===== src/rtl/lsov_pkg.sv =====
package lsov_pkg;
  localparam int unsigned SLOT_LG2 = 4;
  localparam int unsigned LANES    = 1 << SLOT_LG2;
  localparam int unsigned SIZE_W   = 2;

  typedef enum logic [SIZE_W-1:0] {
    SZ_B1 = 2'b00,
    SZ_B2 = 2'b01,
    SZ_B4 = 2'b10,
    SZ_B8 = 2'b11
  } acc_size_e;
endpackage


===== src/rtl/lsov_lane_mask.sv =====
module lsov_lane_mask
  import lsov_pkg::*;
(
  input  logic                vld,
  input  logic [SIZE_W-1:0]   size,
  input  logic [SLOT_LG2-1:0] addr_lo,
  output logic [LANES-1:0]    mask
);
  logic [LANES-1:0]    base;
  logic [SLOT_LG2-1:0] offs;

  always_comb begin
    unique case (acc_size_e'(size))
      SZ_B1: begin
        base = LANES'(16'h0001);
        offs = addr_lo;
      end
      SZ_B2: begin
        base = LANES'(16'h0003);
        offs = {addr_lo[SLOT_LG2-1:1], 1'b0};
      end
      SZ_B4: begin
        base = LANES'(16'h000F);
        offs = {addr_lo[SLOT_LG2-1:2], 2'b00};
      end
      default: begin
        base = LANES'(16'h00FF);
        offs = {addr_lo[SLOT_LG2-1], 3'b000};
      end
    endcase
  end

  assign mask = vld ? (base << offs) : '0;
endmodule


===== src/rtl/lsov_pair_cmp.sv =====
module lsov_pair_cmp
  import lsov_pkg::*;
#(
  parameter int unsigned TAG_W = 12
) (
  input  logic             vld_a,
  input  logic             vld_b,
  input  logic [TAG_W-1:0] tag_a,
  input  logic [TAG_W-1:0] tag_b,
  input  logic [LANES-1:0] mask_a,
  input  logic [LANES-1:0] mask_b,
  output logic             hit
);
  logic tag_eq;
  logic lane_share;

  assign tag_eq     = (tag_a == tag_b);
  assign lane_share = |(mask_a & mask_b);
  assign hit        = vld_a & vld_b & tag_eq & lane_share;
endmodule


===== src/rtl/lsov_out_stage.sv =====
module lsov_out_stage #(
  parameter int unsigned W   = 8,
  parameter bit          REG = 1'b1
) (
  input  logic         clk,
  input  logic         rst_n,
  input  logic [W-1:0] d,
  output logic [W-1:0] q
);
  generate
    if (REG) begin : g_reg
      logic         ld_en;
      logic [W-1:0] q_r;
      logic [W-1:0] q_nxt;

      assign ld_en = 1'b1;

      always_comb begin
        q_nxt = q_r;
        if (ld_en) q_nxt = d;
      end

      always_ff @(posedge clk or negedge rst_n) begin
        if (!rst_n) q_r <= '0;
        else        q_r <= q_nxt;
      end

      assign q = q_r;
    end else begin : g_thru
      assign q = d;
    end
  endgenerate
endmodule


===== src/rtl/lsov_overlap_top.sv =====
module lsov_overlap_top
  import lsov_pkg::*;
#(
  parameter int unsigned N       = 4,
  parameter int unsigned ADDR_W  = 32,
  parameter int unsigned TAG_HI  = 15,
  parameter bit          REG_OUT = 1'b1
) (
  input  logic                clk,
  input  logic                rst_n,
  input  logic [N-1:0]        ent_vld,
  input  logic [N*ADDR_W-1:0] ent_addr,
  input  logic [N*SIZE_W-1:0] ent_size,
  output logic [N*N-1:0]      ovl_mat,
  output logic [N*LANES-1:0]  lane_strb
);
  localparam int unsigned TAG_W = TAG_HI - SLOT_LG2 + 1;
  localparam int unsigned MAT_W = N * N;
  localparam int unsigned STB_W = N * LANES;
  localparam int unsigned OUT_W = MAT_W + STB_W;

  logic [TAG_W-1:0] tag_w  [N];
  logic [LANES-1:0] mask_w [N];
  logic [STB_W-1:0] strb_w;
  logic [MAT_W-1:0] ovl_w;
  logic [OUT_W-1:0] out_q;

  // per-slot tag slice and lane strobe
  for (genvar i = 0; i < N; i++) begin : g_ent
    assign tag_w[i] = ent_addr[i*ADDR_W+SLOT_LG2 +: TAG_W];

    lsov_lane_mask u_mask (
      .vld     (ent_vld[i]),
      .size    (ent_size[i*SIZE_W +: SIZE_W]),
      .addr_lo (ent_addr[i*ADDR_W +: SLOT_LG2]),
      .mask    (mask_w[i])
    );

    assign strb_w[i*LANES +: LANES] = mask_w[i];
  end

  // pairwise compare; diagonal tied low
  for (genvar i = 0; i < N; i++) begin : g_row
    for (genvar j = 0; j < N; j++) begin : g_col
      if (i == j) begin : g_diag
        assign ovl_w[i*N+j] = 1'b0;
      end else begin : g_pair
        lsov_pair_cmp #(.TAG_W(TAG_W)) u_cmp (
          .vld_a  (ent_vld[i]),
          .vld_b  (ent_vld[j]),
          .tag_a  (tag_w[i]),
          .tag_b  (tag_w[j]),
          .mask_a (mask_w[i]),
          .mask_b (mask_w[j]),
          .hit    (ovl_w[i*N+j])
        );
      end
    end
  end

  lsov_out_stage #(.W(OUT_W), .REG(REG_OUT)) u_out (
    .clk   (clk),
    .rst_n (rst_n),
    .d     ({ovl_w, strb_w}),
    .q     (out_q)
  );

  assign ovl_mat   = out_q[STB_W +: MAT_W];
  assign lane_strb = out_q[0 +: STB_W];
endmodule


===== config.mk =====
export PLATFORM = sky130hd
export DESIGN_NAME = lsov_overlap_top
export DESIGN_NICKNAME = d
export VERILOG_FILES = /design/src/rtl/lsov_pkg.sv /design/src/rtl/lsov_lane_mask.sv /design/src/rtl/lsov_pair_cmp.sv /design/src/rtl/lsov_out_stage.sv /design/src/rtl/lsov_overlap_top.sv
export SDC_FILE = /design/constraint.sdc
export NUM_CORES = 1
export LEC_CHECK = 0
export BUFFER_PORTS_ARGS = -buffer_cell sky130_fd_sc_hd__buf_2
export CORE_MARGIN = 5
export CORE_UTILIZATION = 35
export DETAILED_ROUTE_END_ITERATION = 16
export PLACE_DENSITY_LB_ADDON = 0.08
export SKIP_LAST_GASP = 1
export SLEW_MARGIN = 15
export SYNTH_ARGS = -nofsm -noshare
export SYNTH_HDL_FRONTEND = slang
export SYNTH_SLANG_ARGS = --single-unit

===== constraint.sdc =====
create_clock -name clk -period 0.8 [get_ports clk]
set_input_delay 0.12 -clock clk [delete_from_list [all_inputs] [get_ports clk]]
set_output_delay 0.12 -clock clk [all_outputs]
set_load 0.02 [all_outputs]

* Word level (Yosys, flattened, before mapping)
Index checks and enable logic that the tools add are counted.
Storage, ports and cells: register bits 76, input bits 142, output and inout bits 80, word-level logic and storage cells 83
Operators by class: equal/unequal tests 20, shift-type cells 4, multiplexer cells 12, bitwise operators 36, reduce and logical (&&, ||, !) cells 10
Operators by type and width (number):
- == test 12 bit | 12
- bitwise AND 16 bit | 6
- one-hot mux 8 bit (3 select lines) | 4
- OR reduction 16 bit | 6
- two-way mux 16 bit | 4
- left shift 8 x 4 -> 16 bit | 4
- one-hot mux 3 bit (3 select lines) | 4
- bitwise AND 1 bit | 30
- == test 2 x 1 -> 1 bit (second input constant) | 4
- == test 2 bit (second input constant) | 4
- zero test 2 bit | 4

* Logic depth before layout (Yosys ltp)
Gate-level depths: netlist of run 1.
depth in word-level cells 7, mapped depth 8, gate-level depth less buffers 6

* By module
From an unflattened synthesis of run 1, not the netlist that was laid out.
Second synthesis, totals: cells, all modules 537, area total of the unflattened synthesis 5484.0 um^2
Modules (own cells, without submodules):
- lsov_pair_cmp | times used 12, cells an instance 26, area an instance 225.2 um^2, sequential area each 0.0 um^2
- lsov_out_stage | times used 1, cells an instance 80, area an instance 2001.9 um^2, sequential area each 2001.9 um^2
- lsov_lane_mask | times used 4, cells an instance 36, area an instance 193.9 um^2, sequential area each 0.0 um^2
- lsov_overlap_top | times used 1, cells an instance 1, area an instance 3.8 um^2, sequential area each 0.0 um^2

* Least setup slack after synthesis of run 1
OpenSTA, ideal clock, no wires.
kind input to register, from in ent_size[7], to reg u_out.g_reg.q_r[75], in the netlist u_out.q[75], data arrival time 1.552 ns, path slack -0.881 ns, cell stages on the path 7, path buffers 1, path through buf_6 > or3b_4 > nand3_2 > o22ai_1 > a22o_1 > a221o_1 > o41a_1
On the way: longest elaborated chain between the ends 7, elaborated cells on any way between the ends 10, those cells by class 2 x eq/ne; 1 x shift; 3 x mux; 2 x bitwise; 2 x reduce/logical
RTL lines:
- from (decl) | RTL line lsov_overlap_top.sv:13 | input logic [N*SIZE_W-1:0] ent_size,
- == test 2 bit (tied with other cells) | RTL line lsov_lane_mask.sv:13 | unique case (acc_size_e'(size))
- one-hot mux 8 bit (3 select lines) or one-hot mux 3 bit (3 select lines) (tied branches) | RTL line lsov_lane_mask.sv:13
- left shift 8 x 4 -> 16 bit (*) | RTL line lsov_lane_mask.sv:33 | assign mask = vld ? (base << offs) : '0;
- two-way mux 16 bit (*) | RTL line lsov_lane_mask.sv:33
- bitwise AND 16 bit (*) | RTL line lsov_pair_cmp.sv:18 | assign lane_share = |(mask_a & mask_b);
- OR reduction 16 bit (*) | RTL line lsov_pair_cmp.sv:18
- bitwise AND 1 bit (*) | RTL line lsov_pair_cmp.sv:19 | assign hit = vld_a & vld_b & tag_eq & lane_share;
- via g_row[2].g_col[3].g_pair.u_cmp.hit | RTL line lsov_pair_cmp.sv:12 | output logic hit
- to (signal assigned) | RTL line lsov_out_stage.sv:25 | else q_r <= q_nxt;
- to (decl) | RTL line lsov_out_stage.sv:13 | logic [W-1:0] q_r;
Mark *: on every way through the listed nets, which the timed path passes. The rest lies on a longest branch.

* Worst setup path in the final report of run 1
Ends and elaborated chain as after synthesis.

==> results of run 1 <==
layout make-up:
class	count	area, µm²	share of cell area
inverter	6	22.5	0.00280
clock buffer	9	225	0.0280
clock inverter	7	80.1	0.00996
tap	143	179	0.0222
sequential	70	1750	0.218
multi-input combinational	354	2770	0.344
timing repair buffer	361	3020	0.375
logic make-up after synthesis:
| group | after synthesis | share of synthesized area |
|---|---|---|
| AND/OR/NAND/NOR | 176 | 0.206 |
| AO/OA/AOI/OAI | 97 | 0.162 |
| XOR/XNOR | 77 | 0.163 |
| flip-flops | 70 | 0.424 |
| buffers and inverters | 30 | 0.0430 |
| other | 1 | 0.000908 |
synth_stat cells, drive strengths merged (3+ instances only):
master and instances:
inv 6, a22oi 5, a311oi 4, o21a 3, a21o 3, nand4 13, clkbuf 7, o22a 3
nor4 8, or3 5, nand2 16, a21oi 12, o21ai 17, nor2b 8, nor2 84, nand2b 11
o22ai 26, a21boi 3, nand3 16, buf 17, or2 6, nor3 4, xor2 22, dfrtp 70
xnor2 55
power by group:
part	switching, mW	internal (mW)	total [mW]
Sequential	0.0681	3.68	3.75
Clock	1.61	2.46	4.07
Combinational	1.78	1.88	3.67
metal layers:
layer | up-vias | GRT usage
li1 | 2287 | -
met5 | - | 0
met3 | 34 | 0.0401
met4 | 0 | 0.0797
met1 | 2269 | 0.300
met2 | 185 | 0.403
final timing paths:
| path | endpoint | cells past startpoint |
|---|---|---|
| min in group asynchronous | u_out.q[23] | 2 |
| max | u_out.q[75] | 7 |
| min | u_out.q[77] | 4 |
| max in group asynchronous | u_out.q[57] | 3 |
metrics by stage:
step / hold WS, ns / area (µm²) / setup TNS (ns) / std cells / utilization
global placement: 0.0377 / 6570 / -25.49 / 908 / 0.571
global route: 0.166 / 8040 / -17.80 / 950 / 0.698
detailed placement: 0.0385 / 6570 / -26.38 / 908 / 0.571
CTS: 0.135 / 7820 / -15.96 / 943 / 0.679
finish: 0.145 / 8040 / -15.40 / 950 / 0.698
floorplan: -0.176 / 4470 / -6.23 / 454 / -
what timing repair did:
item                                   in CTS  in global routing
setup endpoints to repair                 106                105
setup buffers                              19                  7
gates resized for setup                   232                 43
endpoints found under the hold margin      44                  0
hold buffers                                1                  0
pin swaps                                  30                 17
==> impl_metrics.py, run 1 <==
metrics = {
    "route": {
        "met2RoutedLength_um": 8200,
        "detail_route.vias_per_cell": 5.03,
        "residual_drc_count": 0,
        "drtAntennaViolNets": 0,
        "route.met3.wl_um": 972,
        "wl_per_cell_um": 17.3,
        "firstDrtPassIters": 5,
        "m1WireLength_um": 6850,
        "detailedRoute.firstIterationViolations": 249,
        "vias": 4775,
        "route.top_layer_used": "met4",
        "postRouteWirelength_um": 16500,
    },
    "global_routing": {
        "largest_net_degree_at_the_start_of_global_routing": 27,
        "grt_pass1_vias": 5006,
        "grt_pass1_wl_um": 26500,
        "grt-ovfl-total": 0,
        "number_of_antenna_violations_at_the_first_check_in_global_routing": 0,
        "globalRouteTotalUtil": 0.235,
    },
    "critical_path": {
        "cp_slowest_stage_delay_ns": 0.41,
        "critical_path_class": "in -> reg",
        "cp-start-kind": "input pin",
        "critical_path.n_buffers_inverters": 1,
        "worst_path_dominant_cell_family": "compound AO/OA/AOI/OAI gates",
        "timing.critical_path.fanout_max": 6,
        "critical_path_required_ns": 1.02,
        "worst_setup_path_end_kind": "register",
        "crit_arrival_ns": 1.59,
        "critical_path.cell_chain": "buf_4 > or3b_4 > nand3_4 > o22ai_1 > a22o_1 > a221o_1 > o41a_1",
        "setup.worst_path.start": "ent_size[7]",
        "cpMaxStageDelayCell": "sky130_fd_sc_hd__or3b_4",
    },
    "timing": {
        "rsz0062_at_grt": "true",
        "max_slew_violation_count": 0,
        "max_freq_mhz": 732,
        "finalHoldViolations": 0,
        "period_share": 1.71,
        "period_minus_slack_ns": 1.37,
        "layout_setup_ws_ns": -0.566,
        "setup_violations": 85,
    },
    "floorplanning": {
        "die_area_um2": 14100,
        "placement_rows": 39,
        "chipWidth_um": 119,
        "io_pins": 222,
        "die_height_um": 119,
        "design.core.area_um2": 11500,
        "floorplan.initialDensity": 0.359,
    },
    "place": {
        "dp_slack_ns": -0.936,
        "finalWeightedCongestion": 0.925,
        "hpwl_um": 13300,
        "io_buffers": 153,
    },
    "power_and_ir_drop": {
        "p_leak_nw": 3.80,
        "design_power_total_mw": 11.5,
        "power_density_nw_per_um2": 1430,
        "worst_ir_drop_vdd_mv": 0.991,
    },
    "yosys": {
        "post_synthesis_instance_area_um2": 4130,
        "synth_seq_area_share": 0.424,
        "yosys_register_bits": 70,
        "synthesis.yosys.warnings": 0,
        "synth.lib_cells_used.distinct": 53,
        "synth.largest_area_cell": "sky130_fd_sc_hd__dfrtp_1",
        "synthArstFlopShare": 1.00,
        "synthTopCellsByArea": "sky130_fd_sc_hd__dfrtp_1 (42%), sky130_fd_sc_hd__xnor2_1 (12%), sky130_fd_sc_hd__nor2_1 (7.6%)",
        "synthCells": 451,
        "synth_edf_count": 0,
        "synth.avg_cell_area_um2": 9.16,
        "synth_top_cell_area_share": 0.424,
        "yosys_most_used_dff": "sky130_fd_sc_hd__dfrtp_1",
    },
    "finish": {
        "design.final.nets": 944,
        "flow.area_growth_from_synthesis_pct": 94.7,
        "mostFrequentLayoutCell": "sky130_fd_sc_hd__buf_4",
        "antenna_cells_inserted": 0,
        "post_route_cells_drive_above_1_share": 0.584,
        "fillCellCount": 922,
        "final_cell_mix": "sky130_fd_sc_hd__buf_4 (190), sky130_fd_sc_hd__buf_6 (97), sky130_fd_sc_hd__nor2_1 (71), sky130_fd_sc_hd__dfrtp_1 (70), sky130_fd_sc_hd__buf_2 (63)",
        "largest_reg_flops": 70,
    },
    "worst_hold_path": {
        "worst_hold_launch": "ent_addr[105]",
        "classification_of_the_worst_slack_hold_path": "in -> reg",
    },
    "job": {
        "maxCapViolations": 0,
    },
    "status": {
        "violations_in_the_final_reports": "setup timing",
        "status": "finished, violations left",
    },
    "clock_network": {
        "tritoncts": "built",
        "clockBufferDepth": 2,
        "tritoncts_num_sinks": 70,
        "cts_buffers": 9,
        "clkSlewWorstSetupHoldPaths_ns": 0.06,
        "clock_tree.htree_level_count": 3,
        "cts_root_buf": "sky130_fd_sc_hd__clkbuf_16",
    },
}
No activity file was read; power rests on OpenSTA's default activity.
==> inputs of run 2 (changes only) <==
--- a/config.mk
+++ b/config.mk
@@ -5,6 +5,7 @@
 export SDC_FILE = /design/constraint.sdc
 export NUM_CORES = 1
 export LEC_CHECK = 0
+export ABC_AREA = 1
 export BUFFER_PORTS_ARGS = -buffer_cell sky130_fd_sc_hd__buf_2
 export CORE_MARGIN = 5
 export CORE_UTILIZATION = 35
==> impl_metrics.py, run 2 <==
metrics = {
    "yosys": {
        "yosys_most_used_dff": "sky130_fd_sc_hd__dfrtp_1",
        "synth_top_cell_area_share": 0.396,
        "synth_edf_count": 0,
        "yosys_register_bits": 70,
        "synth.avg_cell_area_um2": 7.11,
        "synth_seq_area_share": 0.396,
        "synth.lib_cells_used.distinct": 33,
        "synth.largest_area_cell": "sky130_fd_sc_hd__dfrtp_1",
        "synthesis.yosys.warnings": 0,
        "synthTopCellsByArea": "sky130_fd_sc_hd__dfrtp_1 (40%), sky130_fd_sc_hd__nand2_1 (14%), sky130_fd_sc_hd__nor2_1 (8.7%)",
        "synthCells": 622,
        "synth_most_common_cell": "sky130_fd_sc_hd__nand2_1",
        "synthArstFlopShare": 1.00,
        "synth_commonest_cells": "sky130_fd_sc_hd__nand2_1 (170), sky130_fd_sc_hd__nor2_1 (102), sky130_fd_sc_hd__inv_1 (74), sky130_fd_sc_hd__dfrtp_1 (70), sky130_fd_sc_hd__nand3_1 (52)",
        "post_synthesis_instance_area_um2": 4430,
    },
    "finish": {
        "design.final.nets": 1097,
        "final_cell_mix": "sky130_fd_sc_hd__buf_4 (162), sky130_fd_sc_hd__nand2_1 (105), sky130_fd_sc_hd__buf_6 (89), sky130_fd_sc_hd__dfrtp_1 (69), sky130_fd_sc_hd__buf_2 (67)",
        "post_route_cells_drive_above_1_share": 0.578,
        "flow.area_growth_from_synthesis_pct": 92.8,
        "mostFrequentLayoutCell": "sky130_fd_sc_hd__buf_4",
        "antenna_cells_inserted": 0,
        "largest_reg_flops": 70,
    },
    "global_routing": {
        "met2_usage": 0.433,
        "grtUsageMet1": 0.360,
        "grt_pass1_wl_um": 30900,
        "number_of_antenna_violations_at_the_first_check_in_global_routing": 0,
        "largest_net_degree_at_the_start_of_global_routing": 71,
        "grt_pass1_vias": 5726,
        "met3_usage": 0.0641,
        "grt-ovfl-total": 0,
        "globalRouteTotalUtil": 0.274,
        "global_route_layer_with_the_greatest_usage": "met2",
    },
    "status": {
        "status": "finished, violations left",
        "violations_in_the_final_reports": "setup timing",
    },
    "critical_path": {
        "cp-start-kind": "input pin",
        "worst_setup_path_end_kind": "register",
        "cpMaxStageDelayCell": "sky130_fd_sc_hd__nor2_4",
        "crit_arrival_ns": 1.35,
        "critical_path.cell_chain": "buf_8 > inv_4 > buf_4 > nand2_4 > nand3_4 > nor2_4 > buf_6 > nand3_1 > nand2_2 > nor2_4 > nand2_1 > nor2_1 > nor2_1",
        "cp_slowest_stage_delay_ns": 0.17,
        "critical_path_required_ns": 1.08,
        "timing.critical_path.fanout_max": 4,
        "critical_path_class": "in -> reg",
    },
    "route": {
        "firstDrtPassIters": 5,
        "detailedRoute.firstIterationViolations": 480,
        "residual_drc_count": 0,
        "drtAntennaViolNets": 0,
        "vias": 5604,
        "postRouteWirelength_um": 20600,
        "wl_per_cell_um": 18.2,
        "detail_route.vias_per_cell": 4.95,
    },
    "worst_hold_path": {
        "min_to": "u_out.q[68]",
        "hold-path-cell-count": 4,
        "classification_of_the_worst_slack_hold_path": "in -> reg",
        "worst_hold_launch": "ent_addr[46]",
    },
    "place": {
        "io_buffers": 153,
        "dp_slack_ns": -0.938,
        "finalWeightedCongestion": 0.975,
        "hpwl_um": 15800,
    },
    "clock_network": {
        "clockBufferDepth": 2,
        "cts_buffers": 9,
        "tritoncts": "built",
        "clock_tree.htree_level_count": 3,
        "tritoncts_num_sinks": 70,
        "cts_root_buf": "sky130_fd_sc_hd__clkbuf_16",
        "clkSlewWorstSetupHoldPaths_ns": 0.07,
    },
    "floorplanning": {
        "floorplan.initialDensity": 0.354,
        "die_area_um2": 15000,
        "chipWidth_um": 122,
        "io_pins": 222,
        "die_height_um": 122,
        "design.core.area_um2": 12500,
        "placement_rows": 41,
    },
    "power_and_ir_drop": {
        "worst_ir_drop_vdd_mv": 1.05,
        "power_density_nw_per_um2": 1310,
        "p_leak_nw": 4.61,
    },
    "timing": {
        "period_minus_slack_ns": 1.08,
        "worst_hold_slack_ns": 0.211,
        "setup_violations": 83,
        "max_slew_violation_count": 0,
        "max_freq_mhz": 929,
        "layout_setup_ws_ns": -0.277,
        "rsz0062_at_grt": "true",
        "finalHoldViolations": 0,
        "period_share": 1.35,
    },
    "job": {
        "maxCapViolations": 0,
    },
}
-- run 2: cell count changes after synthesis, sizes merged, moves of 13 or more --
| cell | delta |
|---|---|
| nand2 | +167 |
| inv | +78 |
| nor2 | +44 |
| nand3 | +43 |
| xnor2 | -41 |
| xor2 | -19 |
| o21ai | -13 |
-- run 2: repair_timing --
item | in CTS | in global routing
setup buffers | 15 | 11
setup endpoints to repair | 88 | 85
resized for setup | 277 | 108
hold endpoints to repair | 70 | 0
pin swaps | 51 | 75
hold buffers | 1 | 0
-- run 2: critical path: cells and delay by family --
kind	cells	cell delay, ns
AND/OR/NAND/NOR	9	0.86
buffers and inverters	4	0.37
-- run 2: layout make-up --
type / instances / area (µm²)
Timing Repair Buffer: 330 / 2760
Tap cell: 172 / 215
Sequential cell: 70 / 1750
Inverter: 84 / 332
Clock inverter: 7 / 57.6
Fill cell: 1043 / 3980
Clock buffer: 9 / 225
Multi-Input combinational cell: 460 / 3190
-- run 2: worst max-delay path by stage --
| stage | from | end | slack (ns) | cells after the start |
|---|---|---|---|---|
| after floorplan | ent_size[7] | u_out.q[77] | -0.24 | 9 |
| after global placement | ent_size[3] | u_out.q[68] | -0.92 | 12 |
| after detailed placement | ent_size[3] | u_out.q[68] | -0.94 | 12 |
| after CTS | ent_size[3] | u_out.q[73] | -0.27 | 13 |
| after global routing | ent_size[2] | u_out.q[73] | -0.35 | 13 |
| final | ent_size[5] | u_out.q[72] | -0.28 | 13 |
-- run 2: cells by family after synthesis --
kind of cell              count (synthesis)  share of synthesized area
other                                     1                   0.000847
buffers and inverters                    95                     0.0908
DFF                                      70                      0.396
xor gates and xnor gates                 17                     0.0336
AOI/OAI and AO/OA                        53                     0.0786
and+or+nand+nor                         386                      0.400
-- run 2: power breakdown --
part / internal, mW / total [mW] / switching (mW)
Sequential: 3.68 / 3.76 / 0.0724
Clock: 2.14 / 3.84 / 1.70
Combinational: 1.58 / 3.58 / 2.00
-- run 2: metal layers --
| metal | part of all wire | vias up |
|---|---|---|
| met5 | 0 | - |
| met3 | 0.079 | 50 |
| met1 | 0.41 | 2648 |
| met2 | 0.48 | 266 |
| met4 | 0.034 | 0 |
| li1 | - | 2640 |
-- run 2: per-stage QoR --
stage	setup TNS [ns]	area [µm²]	util	instances	power [mW]
final	-15.42	8530	0.682	1132	11.2
after global routing	-17.37	8530	0.682	1132	11.6
after CTS	-16.07	8080	0.645	1128	10.9
after floorplan	-1.26	4560	-	625	5.01
after detailed placement	-22.51	6720	0.537	1096	6.54
after global placement	-21.89	6720	0.537	1096	6.55
